`src/rtl/wake_pkg.sv`:
```
package wake_pkg;
  localparam int ADDR_W = 3;

  typedef enum logic [ADDR_W-1:0] {
    A_PORT_POL  = 3'd0,
    A_USB_POL   = 3'd1,
    A_PORT_EN   = 3'd2,
    A_PORT_FLAG = 3'd3,
    A_USB_FLAG  = 3'd4,
    A_MASK_FLAG = 3'd5
  } reg_addr_e;
endpackage

```
`src/rtl/wake_edge_det.sv`:
```
module wake_edge_det #(
  parameter int W           = 32,
  parameter int SYNC_STAGES = 2
) (
  input  logic         clk,
  input  logic         rst,
  input  logic [W-1:0] raw_i,
  input  logic [W-1:0] pol_i,   // 0 rising, 1 falling
  output logic [W-1:0] evt_o
);
  localparam int LAST = SYNC_STAGES - 1;

  for (genvar g = 0; g < W; g++) begin : g_bit
    logic [SYNC_STAGES-1:0] chain_q;
    logic                   prev_q;

    always_ff @(posedge clk) begin
      if (rst) begin
        chain_q <= '0;
        prev_q  <= 1'b0;
      end else begin
        chain_q <= {chain_q[SYNC_STAGES-2:0], raw_i[g]};
        prev_q  <= chain_q[LAST];
      end
    end

    assign evt_o[g] = pol_i[g] ? (~chain_q[LAST] & prev_q)
                               : (chain_q[LAST] & ~prev_q);

    // an event needs a change between history and synchronised value
    assert_evt_change_R2: assert property (@(posedge clk) disable iff (rst)
      evt_o[g] |-> (chain_q[LAST] != prev_q));
  end
endmodule

```
`src/rtl/wake_flag_bank.sv`:
```
module wake_flag_bank #(
  parameter int W = 32
) (
  input  logic         clk,
  input  logic         rst,
  input  logic [W-1:0] set_i,
  input  logic [W-1:0] clr_i,
  output logic [W-1:0] flag_o
);
  logic [W-1:0] flag_q;

  // set has priority over the one-cycle clear pulse
  always_ff @(posedge clk) begin
    if (rst) flag_q <= '0;
    else     flag_q <= (flag_q & ~clr_i) | set_i;
  end

  assign flag_o = flag_q;

  assert_clear_R7: assert property (@(posedge clk) disable iff (rst)
    ((clr_i & ~set_i) != '0) |=> ((flag_q & $past(clr_i & ~set_i)) == '0));

  assert_set_wins_R8: assert property (@(posedge clk) disable iff (rst)
    (set_i != '0) |=> ((flag_q & $past(set_i)) == $past(set_i)));

  assert_sticky_R10: assert property (@(posedge clk) disable iff (rst)
    1'b1 |=> ((~flag_q & $past(flag_q) & ~$past(clr_i)) == '0));
endmodule

```
`src/rtl/wake_regs.sv`:
```
module wake_regs
  import wake_pkg::*;
#(
  parameter int PW = 32
) (
  input  logic              clk,
  input  logic              rst,
  input  logic [ADDR_W-1:0] addr_i,
  input  logic              wr_i,
  input  logic [PW-1:0]     wdata_i,
  input  logic [PW-1:0]     port_flag_i,
  input  logic              usb_flag_i,
  input  logic [PW-1:0]     mask_flag_i,
  output logic [PW-1:0]     port_pol_o,
  output logic              usb_pol_o,
  output logic [PW-1:0]     port_en_o,
  output logic [PW-1:0]     port_clr_o,
  output logic              usb_clr_o,
  output logic [PW-1:0]     mask_clr_o,
  output logic [PW-1:0]     rdata_o
);
  logic [PW-1:0] port_pol_q, port_en_q, port_clr_q, mask_clr_q, rdata_q;
  logic          usb_pol_q, usb_clr_q;
  logic          wr_port_flag, wr_usb_flag, wr_mask_flag;

  assign wr_port_flag = wr_i && (addr_i == A_PORT_FLAG);
  assign wr_usb_flag  = wr_i && (addr_i == A_USB_FLAG);
  assign wr_mask_flag = wr_i && (addr_i == A_MASK_FLAG);

  always_ff @(posedge clk) begin
    if (rst) begin
      port_pol_q <= '0;
      usb_pol_q  <= 1'b0;
      port_en_q  <= '0;
    end else if (wr_i) begin
      case (addr_i)
        A_PORT_POL: port_pol_q <= wdata_i;
        A_USB_POL:  usb_pol_q  <= wdata_i[0];
        A_PORT_EN:  port_en_q  <= wdata_i;
        default: ;
      endcase
    end
  end

  // clear pulses: high for the single cycle after a flag write
  always_ff @(posedge clk) begin
    if (rst) begin
      port_clr_q <= '0;
      usb_clr_q  <= 1'b0;
      mask_clr_q <= '0;
    end else begin
      port_clr_q <= wr_port_flag ? wdata_i : '0;
      usb_clr_q  <= wr_usb_flag & wdata_i[0];
      mask_clr_q <= wr_mask_flag ? wdata_i : '0;
    end
  end

  always_ff @(posedge clk) begin
    if (rst) rdata_q <= '0;
    else begin
      case (addr_i)
        A_PORT_POL:  rdata_q <= port_pol_q;
        A_USB_POL:   rdata_q <= {{(PW-1){1'b0}}, usb_pol_q};
        A_PORT_EN:   rdata_q <= port_en_q;
        A_PORT_FLAG: rdata_q <= port_flag_i;
        A_USB_FLAG:  rdata_q <= {{(PW-1){1'b0}}, usb_flag_i};
        A_MASK_FLAG: rdata_q <= mask_flag_i;
        default:     rdata_q <= '0;
      endcase
    end
  end

  assign port_pol_o = port_pol_q;
  assign usb_pol_o  = usb_pol_q;
  assign port_en_o  = port_en_q;
  assign port_clr_o = port_clr_q;
  assign usb_clr_o  = usb_clr_q;
  assign mask_clr_o = mask_clr_q;
  assign rdata_o    = rdata_q;

  assert_pulse_port_R7: assert property (@(posedge clk) disable iff (rst)
    (port_clr_q != '0) |-> $past(wr_i && (addr_i == A_PORT_FLAG)));

  assert_pulse_mask_R7: assert property (@(posedge clk) disable iff (rst)
    (mask_clr_q != '0) |-> $past(wr_i && (addr_i == A_MASK_FLAG)));

  assert_pulse_usb_R7: assert property (@(posedge clk) disable iff (rst)
    usb_clr_q |-> $past(wr_i && (addr_i == A_USB_FLAG)));
endmodule

```
`src/rtl/wake_detect_unit.sv`:
```
module wake_detect_unit
  import wake_pkg::*;
#(
  parameter int NUM_PORTS     = 4,
  parameter int PINS_PER_PORT = 8,
  parameter int SYNC_STAGES   = 2
) (
  input  logic                                clk,
  input  logic                                rst,
  input  logic [NUM_PORTS*PINS_PER_PORT-1:0]  pin_i,
  input  logic                                usb_i,
  input  logic [ADDR_W-1:0]                   reg_addr_i,
  input  logic                                reg_wr_i,
  input  logic [NUM_PORTS*PINS_PER_PORT-1:0]  reg_wdata_i,
  output logic [NUM_PORTS*PINS_PER_PORT-1:0]  reg_rdata_o,
  output logic                                wake_o
);
  localparam int PW = NUM_PORTS * PINS_PER_PORT;

  logic [PW-1:0] port_pol, port_en, port_clr, mask_clr;
  logic [PW-1:0] pin_evt, port_flag, mask_flag;
  logic          usb_pol, usb_clr, usb_evt, usb_flag;

  wake_regs #(.PW(PW)) regs_i (
    .clk(clk), .rst(rst),
    .addr_i(reg_addr_i), .wr_i(reg_wr_i), .wdata_i(reg_wdata_i),
    .port_flag_i(port_flag), .usb_flag_i(usb_flag), .mask_flag_i(mask_flag),
    .port_pol_o(port_pol), .usb_pol_o(usb_pol), .port_en_o(port_en),
    .port_clr_o(port_clr), .usb_clr_o(usb_clr), .mask_clr_o(mask_clr),
    .rdata_o(reg_rdata_o)
  );

  wake_edge_det #(.W(PW), .SYNC_STAGES(SYNC_STAGES)) pin_det_i (
    .clk(clk), .rst(rst), .raw_i(pin_i), .pol_i(port_pol), .evt_o(pin_evt)
  );

  wake_edge_det #(.W(1), .SYNC_STAGES(SYNC_STAGES)) usb_det_i (
    .clk(clk), .rst(rst), .raw_i(usb_i), .pol_i(usb_pol), .evt_o(usb_evt)
  );

  wake_flag_bank #(.W(PW)) port_bank_i (
    .clk(clk), .rst(rst), .set_i(pin_evt & port_en), .clr_i(port_clr),
    .flag_o(port_flag)
  );

  wake_flag_bank #(.W(PW)) mask_bank_i (
    .clk(clk), .rst(rst), .set_i(pin_evt & ~port_en), .clr_i(mask_clr),
    .flag_o(mask_flag)
  );

  wake_flag_bank #(.W(1)) usb_bank_i (
    .clk(clk), .rst(rst), .set_i(usb_evt), .clr_i(usb_clr),
    .flag_o(usb_flag)
  );

  assign wake_o = (|port_flag) | usb_flag;

  assert_disabled_R5: assert property (@(posedge clk) disable iff (rst)
    1'b1 |=> ((port_flag & ~$past(port_flag) & ~$past(port_en)) == '0));

  assert_wake_fall_R6: assert property (@(posedge clk) disable iff (rst)
    $fell(wake_o) |-> $past((port_clr != '0) || usb_clr));

  assert_reset_R1: assert property (@(posedge clk)
    $past(rst) |-> (!wake_o && (mask_flag == '0)));
endmodule

```
`config.mk`:
```
export PLATFORM = sky130hd
export DESIGN_NAME = wake_detect_unit
export DESIGN_NICKNAME = d
export VERILOG_FILES = /design/src/rtl/wake_pkg.sv /design/src/rtl/wake_edge_det.sv /design/src/rtl/wake_flag_bank.sv /design/src/rtl/wake_regs.sv /design/src/rtl/wake_detect_unit.sv
export SDC_FILE = /design/constraint.sdc
export NUM_CORES = 1
export LEC_CHECK = 0
export BUFFER_PORTS_ARGS = -buffer_cell sky130_fd_sc_hd__buf_2
export CORE_MARGIN = 3
export CORE_UTILIZATION = 58
export DETAILED_ROUTE_END_ITERATION = 16
export PLACE_DENSITY = 0.79
export REMOVE_ABC_BUFFERS = 1
export SYNTH_ARGS = -nofsm -noshare
export SYNTH_HDL_FRONTEND = slang
export SYNTH_SLANG_ARGS = --single-unit
export TNS_END_PERCENT = 1
```
`constraint.sdc`:
```
create_clock -name clk -period 1.8 [get_ports clk]
set_input_delay 0.27 -clock clk [delete_from_list [all_inputs] [get_ports clk]]
set_output_delay 0.27 -clock clk [all_outputs]
set_load 0.005 [all_outputs]
```
After elaboration in Yosys (flattened, before gate mapping):

Index checks and enable logic that the tools add are counted.

* equality and inequality tests: 5
* bitwise operators: 148
* mux-type cells: 34
* reduce and logical (&&, ||, !) cells: 10

Operator list (number)
* 32-bit case mux with 6 select lines: 1
* 32-bit bitwise AND: 4
* 32-bit NOT: 3
* 1-bit NOT: 69
* 1-bit bitwise AND: 68
* 32-bit OR: 2
* 1-bit two-way mux: 33
* 32-bit OR reduction: 1
* 3-bit by 2-bit == test with 1-bit output (second input constant): 2
* 3-bit == test (second input constant): 2
* 2-bit AND reduction: 3
* 2-bit OR reduction: 2
* 3-bit by 1-bit == test with 1-bit output (second input constant): 1
* 1-bit logical AND: 3
* 3-bit zero test: 1
* 1-bit OR: 2

* input port bits: 71
* bits in registers: 326
* word-level logic and storage cells: 273

Longest topological paths before layout:

Gate-level depths: netlist of run 1.

* depth after elaboration: 5
* gate-level depth with buffers: 6
* depth with buffers taken out: 3

Cells and area by module:

Synthesis of run 1 repeated with hierarchy kept, for this count alone.

* cell total of the unflattened synthesis: 1271
* area, all modules: 11838.9 sq um

By module, submodules not included
* wake_regs: area an instance 5789.3 sq um, seq. area each 3243.1 sq um, times used 1, cells an instance 622
* wake_edge_det at pin_det_i: area an instance 3120.5 sq um, seq. area each 1921.8 sq um, times used 1, cells an instance 298
* wake_flag_bank at mask_bank_i ...: area an instance 1154.9 sq um, seq. area each 640.6 sq um, times used 2, cells an instance 131
* wake_detect_unit: area an instance 479.2 sq um, seq. area each 0.0 sq um, times used 1, cells an instance 76
* wake_edge_det at usb_det_i: area an instance 101.3 sq um, seq. area each 60.1 sq um, times used 1, cells an instance 9
* wake_flag_bank at usb_bank_i: area an instance 38.8 sq um, seq. area each 20.0 sq um, times used 1, cells an instance 4

Least setup slack after synthesis of run 1:

No wires, ideal clock.

* path kind: input-to-reg
* start: in reg_addr_i[0]
* end: reg regs_i.port_clr_q[10] (netlist: regs_i.port_clr_o[10])
* slack: 0.489 ns
* arrival: 1.196 ns
* setup time: 0.115 ns
* cell stages on the path: 6
* required time: 1.685 ns
* path buffers: 3
* cell sequence: buf_4 > and3b_1 > buf_2 > and3b_1 > buf_4 > and2_1

* cells in the longest elaborated chain, start to end: 4

RTL lines
* start, declared: line wake_detect_unit.sv:12 `input logic [ADDR_W-1:0] reg_addr_i,`
* 3-bit by 2-bit == test with 1-bit output: line wake_regs.sv:26 `assign wr_port_flag = wr_i && (addr_i == A_PORT_FLAG);`
* 1-bit logical AND: line wake_regs.sv:26
* 1-bit NOT (no source line)
* 2-bit OR reduction (no source line)
* end signal, assigned: line wake_regs.sv:52 `port_clr_q <= wr_port_flag ? wdata_i : '0;`
* end, declared: line wake_regs.sv:22 `logic [PW-1:0] port_pol_q, port_en_q, port_clr_q, mask_clr_q, rdata_q;`

No other way between the ends.
A chain may end at the register's enable or synchronous reset.

Final worst setup path of run 1:

* start: reg port_bank_i.flag_q[1] (netlist: port_bank_i.flag_o[1])
* end: out wake_o

* cells in the longest elaborated chain, start to end: 2

RTL lines
* start, declared: line wake_flag_bank.sv:10 `logic [W-1:0] flag_q;`
* start signal, assigned: line wake_flag_bank.sv:15 `else flag_q <= (flag_q & ~clr_i) | set_i;`
* 32-bit OR reduction: line wake_detect_unit.sv:56 `assign wake_o = (|port_flag) | usb_flag;`
* 1-bit OR: line wake_detect_unit.sv:56
* end, declared: line wake_detect_unit.sv:16 `output logic wake_o`

No other way between the ends.

==> results of run 1 <==
-- cell usage after synthesis (2+ instances only) --
cell      instances  area share
buf_4             8      0.0053
nand2b_1         65       0.036
nor4_1            7      0.0039
buf_1             3      0.0010
buf_2            24       0.011
nand4_1           2      0.0011
o21bai_1         32       0.021
or3_1             2      0.0011
o21ai_0          32       0.014
nor2b_1          99       0.055
a21oi_1         160       0.071
and2_1           64       0.035
nor3b_1          32       0.021
a21o_1            2      0.0013
nor2_1            3      0.0010
a22oi_1          62       0.041
nand3b_1          3      0.0020
and3b_1          37       0.029
nor4bb_1          2      0.0018
clkbuf_1         26      0.0087
buf_6             6      0.0060
nand2_1         128       0.043
dfxtp_1         326        0.58
-- stage by stage --
stage | TNS (ps) | instance area, µm² | instances | hold slack [ps] | power (µW)
final | -438 | 14000 | 1588 | 275 | 15300
after floorplan | -36550 | 10900 | 1069 | 339 | 7900
after CTS | -498 | 14000 | 1588 | 251 | 15400
after global placement | -11.5 | 12200 | 1465 | 417 | 8280
after detailed placement | 0 | 12200 | 1465 | 420 | 8300
after global routing | -504 | 14000 | 1588 | 278 | 15800
-- worst register-to-register path, stage by stage (launching register included) --
cell      delay, ps
dfxtp_1         350
mux2_2          280
a222oi_1        260
a21oi_1         120
-- power by group through the flow --
stage | logic (µW) | clock network (µW) | registers (µW)
after floorplan | 278 | 0 | 7620
after global placement | 637 | 0 | 7640
after detailed placement | 651 | 0 | 7650
after CTS | 779 | 7160 | 7490
after global routing | 859 | 7450 | 7510
final | 785 | 7060 | 7500
-- path summary, 6_finish.rpt --
| check | start | to | slack (ps) |
|---|---|---|---|
| setup / recovery | port_bank_i.flag_o[1]$_SDFF_PP0_ | wake_o | -440 |
| hold reg to reg | pin_det_i.g_bit[22].chain_q[0]$_SDFF_PP0_ | pin_det_i.g_bit[22].chain_q[1]$_SDFF_PP0_ | 430 |
| hold / removal | reg_wr_i | regs_i.usb_pol_o$_SDFFE_PP0P_ | 280 |
| setup reg to reg | usb_bank_i.flag_o$_SDFF_PP0_ | regs_i.rdata_o[0]$_SDFF_PP0_ | 660 |
-- cells by family (layout without fill, tap and decap cells) --
family / Yosys count / in the layout / share of synthesized area
AOI/OAI and AO/OA: 290 / 290 / 0.151
and+or+nand+nor: 451 / 451 / 0.237
DFF: 326 / 326 / 0.579
buffers and inverters: 67 / 259 / 0.0316
muxes: 2 / 2 / 0.00189
-- sequential cells by signal (all words and copies together), names as in the netlist --
register / flops
regs_i.port_en_o: 32
mask_bank_i.flag_o: 32
port_bank_i.flag_o: 32
pin_det_i.g_bit.chain_q: 64
regs_i.mask_clr_o: 32
usb_det_i.g_bit.prev_q: 1
regs_i.port_clr_o: 32
usb_det_i.g_bit.chain_q: 2
regs_i.usb_clr_o: 1
pin_det_i.g_bit.prev_q: 32
usb_bank_i.flag_o: 1
regs_i.rdata_o: 32
regs_i.port_pol_o: 32
regs_i.usb_pol_o: 1
-- per-layer routing --
| layer | track usage | up-vias | wire [µm] | share of wire |
|---|---|---|---|---|
| met5 | 0 | - | 0 | 0 |
| met4 | 0.0655 | 0 | 649 | 0.025 |
| met3 | 0.0333 | 56 | 1390 | 0.054 |
| met2 | 0.412 | 251 | 12400 | 0.48 |
| met1 | 0.322 | 4127 | 11500 | 0.44 |
| li1 | - | 4208 | - | - |
-- final cells by class --
type / instances / area (µm²)
repair buffers: 202 / 1550
clock buffers: 44 / 885
well taps: 260 / 325
flip-flops and latches: 326 / 6530
fillers: 1338 / 4880
clock inverters: 13 / 251
multi-input cells: 743 / 4470
-- timing repair --
item	CTS	global route
endpoints found under the hold margin	153	0
resized for setup	10	0
hold buffers	66	0
setup endpoints to repair	1	1
pin swaps	3	1
setup buffers	1	0
==> run summary, run 1 <==
- run status: complete, but fails checks
- failing checks: negative setup slack
- Yosys warning count: 0
- mean routed wirelength per cell: 16.4 µm
- vias after detailed routing: 8642
- R2R cell count: 3
- path type of the worst setup path: reg2out
- root buf cell: clkbuf_16
- Die X-Extent: 145 µm
- CTS sink cnt: 326
- max incr delay on CP: 410 ps
- Pleak: 0.00540 µW
- Final Skew: 10.8 ps
- switching power share of the total: 0.205
- Core Area: 18900 µm²
- die extent in y: 145 µm
- Worst Setup Slack, final: -438 ps
- signal arrival time at the worst endpoint: 1970 ps
- combined area of all synthesized cells: 11300 µm²
- Clk Latency, worst-skew pair: 550 ps
- worst vdd ir: 0.000974 V
- number of instances on the worst hold path: 4
- unique cell type count in the Yosys netlist: 34
- number of nets in the layout: 1375
- post-placement setup slack: 5.09 ps
- maximum fanout along the worst path: 2
- ANT cells: 0
- number of standard cells after synthesis: 1136
- Detailed Route Iter0 Violations: 577
- critical path depth in cells: 5
- HP Class: in2reg
- primary flip-flop cell chosen by synthesis mapping: dfxtp_1
- final standard cell utilization of the core: 0.742
- count of buffers inserted at the top-level ports: 103
- wire length of the first global-routing pass: 42.8 mm
- Crit path required time: 1530 ps
- die footprint: 21200 µm²
- Vias per Instance: 5.44
- number of global-route vias before repair: 8595
- number of buffers created by CTS: 31
- crit share post-route: 1.24
- max-slew headroom at the worst pin: 0.624
- top library cells by usage in the layout, fill and taps aside: 323 x dfxtp_1, 160 x a21oi_1, 128 x nand2_1
- final max-slew violation count: 0
- crit path launch type: register
- worst-margin pin slew: 563 ps
- mean area per synthesized cell: 9.93 µm²
- CTS max path bufs: 3
- final weighted congestion in routability-driven placement: 0.754
- Peak Freq: 447 MHz
- final setup vio count: 1
- antenna violations before repair: 0
- most frequent standard cell in the layout excluding fill and tap cells: dfxtp_1
- total routing usage reported by global routing: 0.241
- relative contribution of sequential cells to total power: 0.489
- initial core utilization: 0.597
- CTS H-Tree Depth: 1
- ordered cell list for the critical path: nor4_4, buf_4, nand4_1, or3_4, buf_6
- asr flop ratio synth: 0
- cell type group with the largest total delay on the critical path: simple AND/OR/NAND/NOR gates
- row cnt: 50
- PwrDens: 1100 nW/µm²
- post-layout minimum cycle time: 2240 ps
- count of unresolved DRC violations after routing: 0
- setup repair after global routing missed its margin: true
- layout cell share with drive strength beyond 1: 0.151
- maximum number of pins on one net before global-route repair: 122
- NetSw: 3140 µW
- Clock power frac: 0.460
- aggregate routed wire length: 26.0 mm
- number of antenna-violating nets in the routed design: 0
- number of enable-type register cells in the synthesized netlist: 0
- register area share after synthesis: 0.579
- number of flip-flops and latches in the synthesized netlist: 326
- gr ovfl total: 0
- combinational share of power: 0.051
- clock tree from TritonCTS: done
- internal portion of total power: 12200 µW
- clock slew at reported path FFs: 60 ps
- Top-Level Pins: 104
- cell with the largest stage delay on the worst path: or3_4
- crit path capture type: output port
- worst path buffer plus inverter count: 2
- first-pass detailed-route iteration total: 5
- count of max-cap constraint violations: 0
- HPWL after detailed placement: 15.1 mm
- synthesis-to-layout area growth: 24.2%
- number of hold-slack violations in the final timing report: 0
No activity file was read; power rests on OpenSTA's default activity.
==> inputs of run 2 (changes only) <==
--- a/config.mk
+++ b/config.mk
@@ -11,6 +11,7 @@
 export DETAILED_ROUTE_END_ITERATION = 16
 export PLACE_DENSITY = 0.79
 export REMOVE_ABC_BUFFERS = 1
+export SKIP_CTS_REPAIR_TIMING = 1
 export SYNTH_ARGS = -nofsm -noshare
 export SYNTH_HDL_FRONTEND = slang
 export SYNTH_SLANG_ARGS = --single-unit
==> run 2 against run 1 <==
Compared with the run above: the flow finishes with violations (negative hold slack, negative setup slack); sequential power about the same; via count up 0.17%; wire length about the same; cell area down 0.40%; sequential cell count unchanged; die area unchanged; clock skew down 2.6 ps; largest cell class unchanged; critical endpoint unchanged; maximum frequency down 1.8%.
==> run summary, run 2 (synthesis results as in run 1) <==
- run status: complete, but fails checks
- failing checks: negative hold slack, negative setup slack
- synthesis-to-layout area growth: 23.7%
- wire length of the first global-routing pass: 40.8 mm, -4.7%
- number of buffers created by CTS: 31, unchanged
- count of unresolved DRC violations after routing: 0, unchanged
- CTS sink cnt: 326, unchanged
- CTS max path bufs: 3, unchanged
- aggregate routed wire length: 26.0 mm, about the same
- maximum number of pins on one net before global-route repair: 122, unchanged
- clock slew at reported path FFs: 60 ps, about the same
- mean routed wirelength per cell: 16.4 µm, +0.40%
- worst path buffer plus inverter count: 2, unchanged
- Vias per Instance: 5.47, +0.49%
- maximum fanout along the worst path: 2, unchanged
- CTS H-Tree Depth: 1, unchanged
- cell with the largest stage delay on the worst path: or3_4
- signal arrival time at the worst endpoint: 2010 ps, +40 ps
- final setup vio count: 1, unchanged
- Fin Hold WS: -0.523 ps, -276 ps
- total routing usage reported by global routing: 0.230, -0.0104
- row cnt: 50, unchanged
- Die X-Extent: 145 µm, unchanged
- count of max-cap constraint violations: 0, unchanged
- Crit path required time: 1530 ps, about the same
- Top-Level Pins: 104, unchanged
- most frequent standard cell in the layout excluding fill and tap cells: dfxtp_1
- Worst Setup Slack, final: -478 ps, -39.9 ps
- number of global-route vias before repair: 8162, -5.0%
- die footprint: 21200 µm², unchanged
- final max-slew violation count: 0, unchanged
- number of nets in the layout: 1369, -0.44%
- root buf cell: clkbuf_16
- antenna violations before repair: 1, +1
- setup repair after global routing missed its margin: true
- Seq. cell area: 6530 µm², about the same
- count of buffers inserted at the top-level ports: 103, unchanged
- number of antenna-violating nets in the routed design: 0, unchanged
- critical path depth in cells: 5, unchanged
- number of fill cells in the layout: 1346, +0.60%
- path type of the worst setup path: reg2out
- Finished Layout Cells: 1583, -0.31%
- PwrDens: 1100 nW/µm², +0.27%
- HP Class: in2reg
- max incr delay on CP: 420 ps, about the same
- Setup TNS Final: -478 ps, -39.9 ps
- Core Area: 18900 µm², unchanged
- R2R cell count: 3, unchanged
- initial core utilization: 0.597, unchanged
- die extent in y: 145 µm, unchanged
- worst vdd ir: 0.000971 V, -0.32%
- ordered cell list for the critical path: nor4_4, buf_4, nand4_1, or3_4, buf_6
- gr ovfl total: 0, unchanged
- flip-flop count of the largest register, all copies and words added: 64, unchanged
- crit path capture type: output port
- Most flops, register: pin_det_i.g_bit.chain_q
- clock tree from TritonCTS: done
- HPWL after detailed placement: 15.1 mm, unchanged
- number of hold-slack violations in the final timing report: 1, +1
- number of instances on the worst hold path: 2, -2
- max-slew headroom at the worst pin: 0.634, +0.00918
- Peak Freq: 439 MHz, -1.8%
- worst-margin pin slew: 549 ps, -13.8 ps
- Placed Cells: 1465, unchanged
- final total power: 15300 µW, -0.13%
- multi-input logic area: 4470 µm², unchanged
- top library cells by usage in the layout, fill and taps aside: 322 x dfxtp_1, 160 x a21oi_1, 128 x nand2_1
- Pleak: 0.00538 µW, -0.45%
- crit share post-route: 1.27, +0.0222
- first-pass detailed-route iteration total: 7, +2
- post-layout minimum cycle time: 2280 ps, +39.9 ps
- crit path launch type: register
- vias after detailed routing: 8657, +0.17%
- cell type group with the largest total delay on the critical path: simple AND/OR/NAND/NOR gates
- Final Skew: 8.23 ps, -2.61 ps
- Detailed Route Iter0 Violations: 581, +0.69%
- layout cell share with drive strength beyond 1: 0.153, +0.00220
- final weighted congestion in routability-driven placement: 0.754, unchanged
- Clk Latency, worst-skew pair: 550 ps, about the same
[run 2: cell count changes in the layout (fill, tap and decap cells not counted), sizes merged]
cell	previous run	this run
dlygate4sd3	66	59
buf	136	137
diode	0	1
[run 2: path summary, 6_finish.rpt]
kind	slack, ps	end	start
max reg2reg	650	regs_i.rdata_o[0]$_SDFF_PP0_	regs_i.port_pol_o[0]$_SDFFE_PP0P_
min	-0.5	regs_i.mask_clr_o[1]$_SDFF_PP0_	reg_wdata_i[1]
max	-480	wake_o	port_bank_i.flag_o[24]$_SDFF_PP0_
min reg2reg	430	pin_det_i.g_bit[5].chain_q[1]$_SDFF_PP0_	pin_det_i.g_bit[5].chain_q[0]$_SDFF_PP0_
[run 2: layout make-up]
type                       count  share of cell area
antenna                        1            0.000179
clock buffer                  44              0.0634
clock inverter                13              0.0180
multi-input combinational    743               0.320
sequential                   326               0.468
tap                          260              0.0233
timing repair buffer         196               0.107
[run 2: through the flow]
step / utilization / instance area (µm²) / hold slack, ps / setup WS [ps]
final: 0.739 / 14000 / -0.523 / -478
after global routing: 0.739 / 14000 / 0.208 / -583
after CTS: 0.704 / 13300 / -94.1 / -619
after detailed placement: 0.644 / 12200 / 420 / 5.09
after global placement: 0.644 / 12200 / 417 / -11.5
after floorplan: - / 10900 / 339 / -1140
[run 2: report_power, final]
| part | switching [µW] | internal, µW | total (µW) |
|---|---|---|---|
| combinational | 401 | 376 | 777 |
| clock | 2630 | 4420 | 7050 |
| sequential | 96.5 | 7400 | 7500 |
[run 2: routing by layer]
layer	part of all wire	track usage	vias to the layer above
met5	0	0	-
met1	0.44	0.313	4143
li1	-	-	4203
met4	0.022	0.0651	0
met3	0.055	0.0346	44
met2	0.48	0.385	267
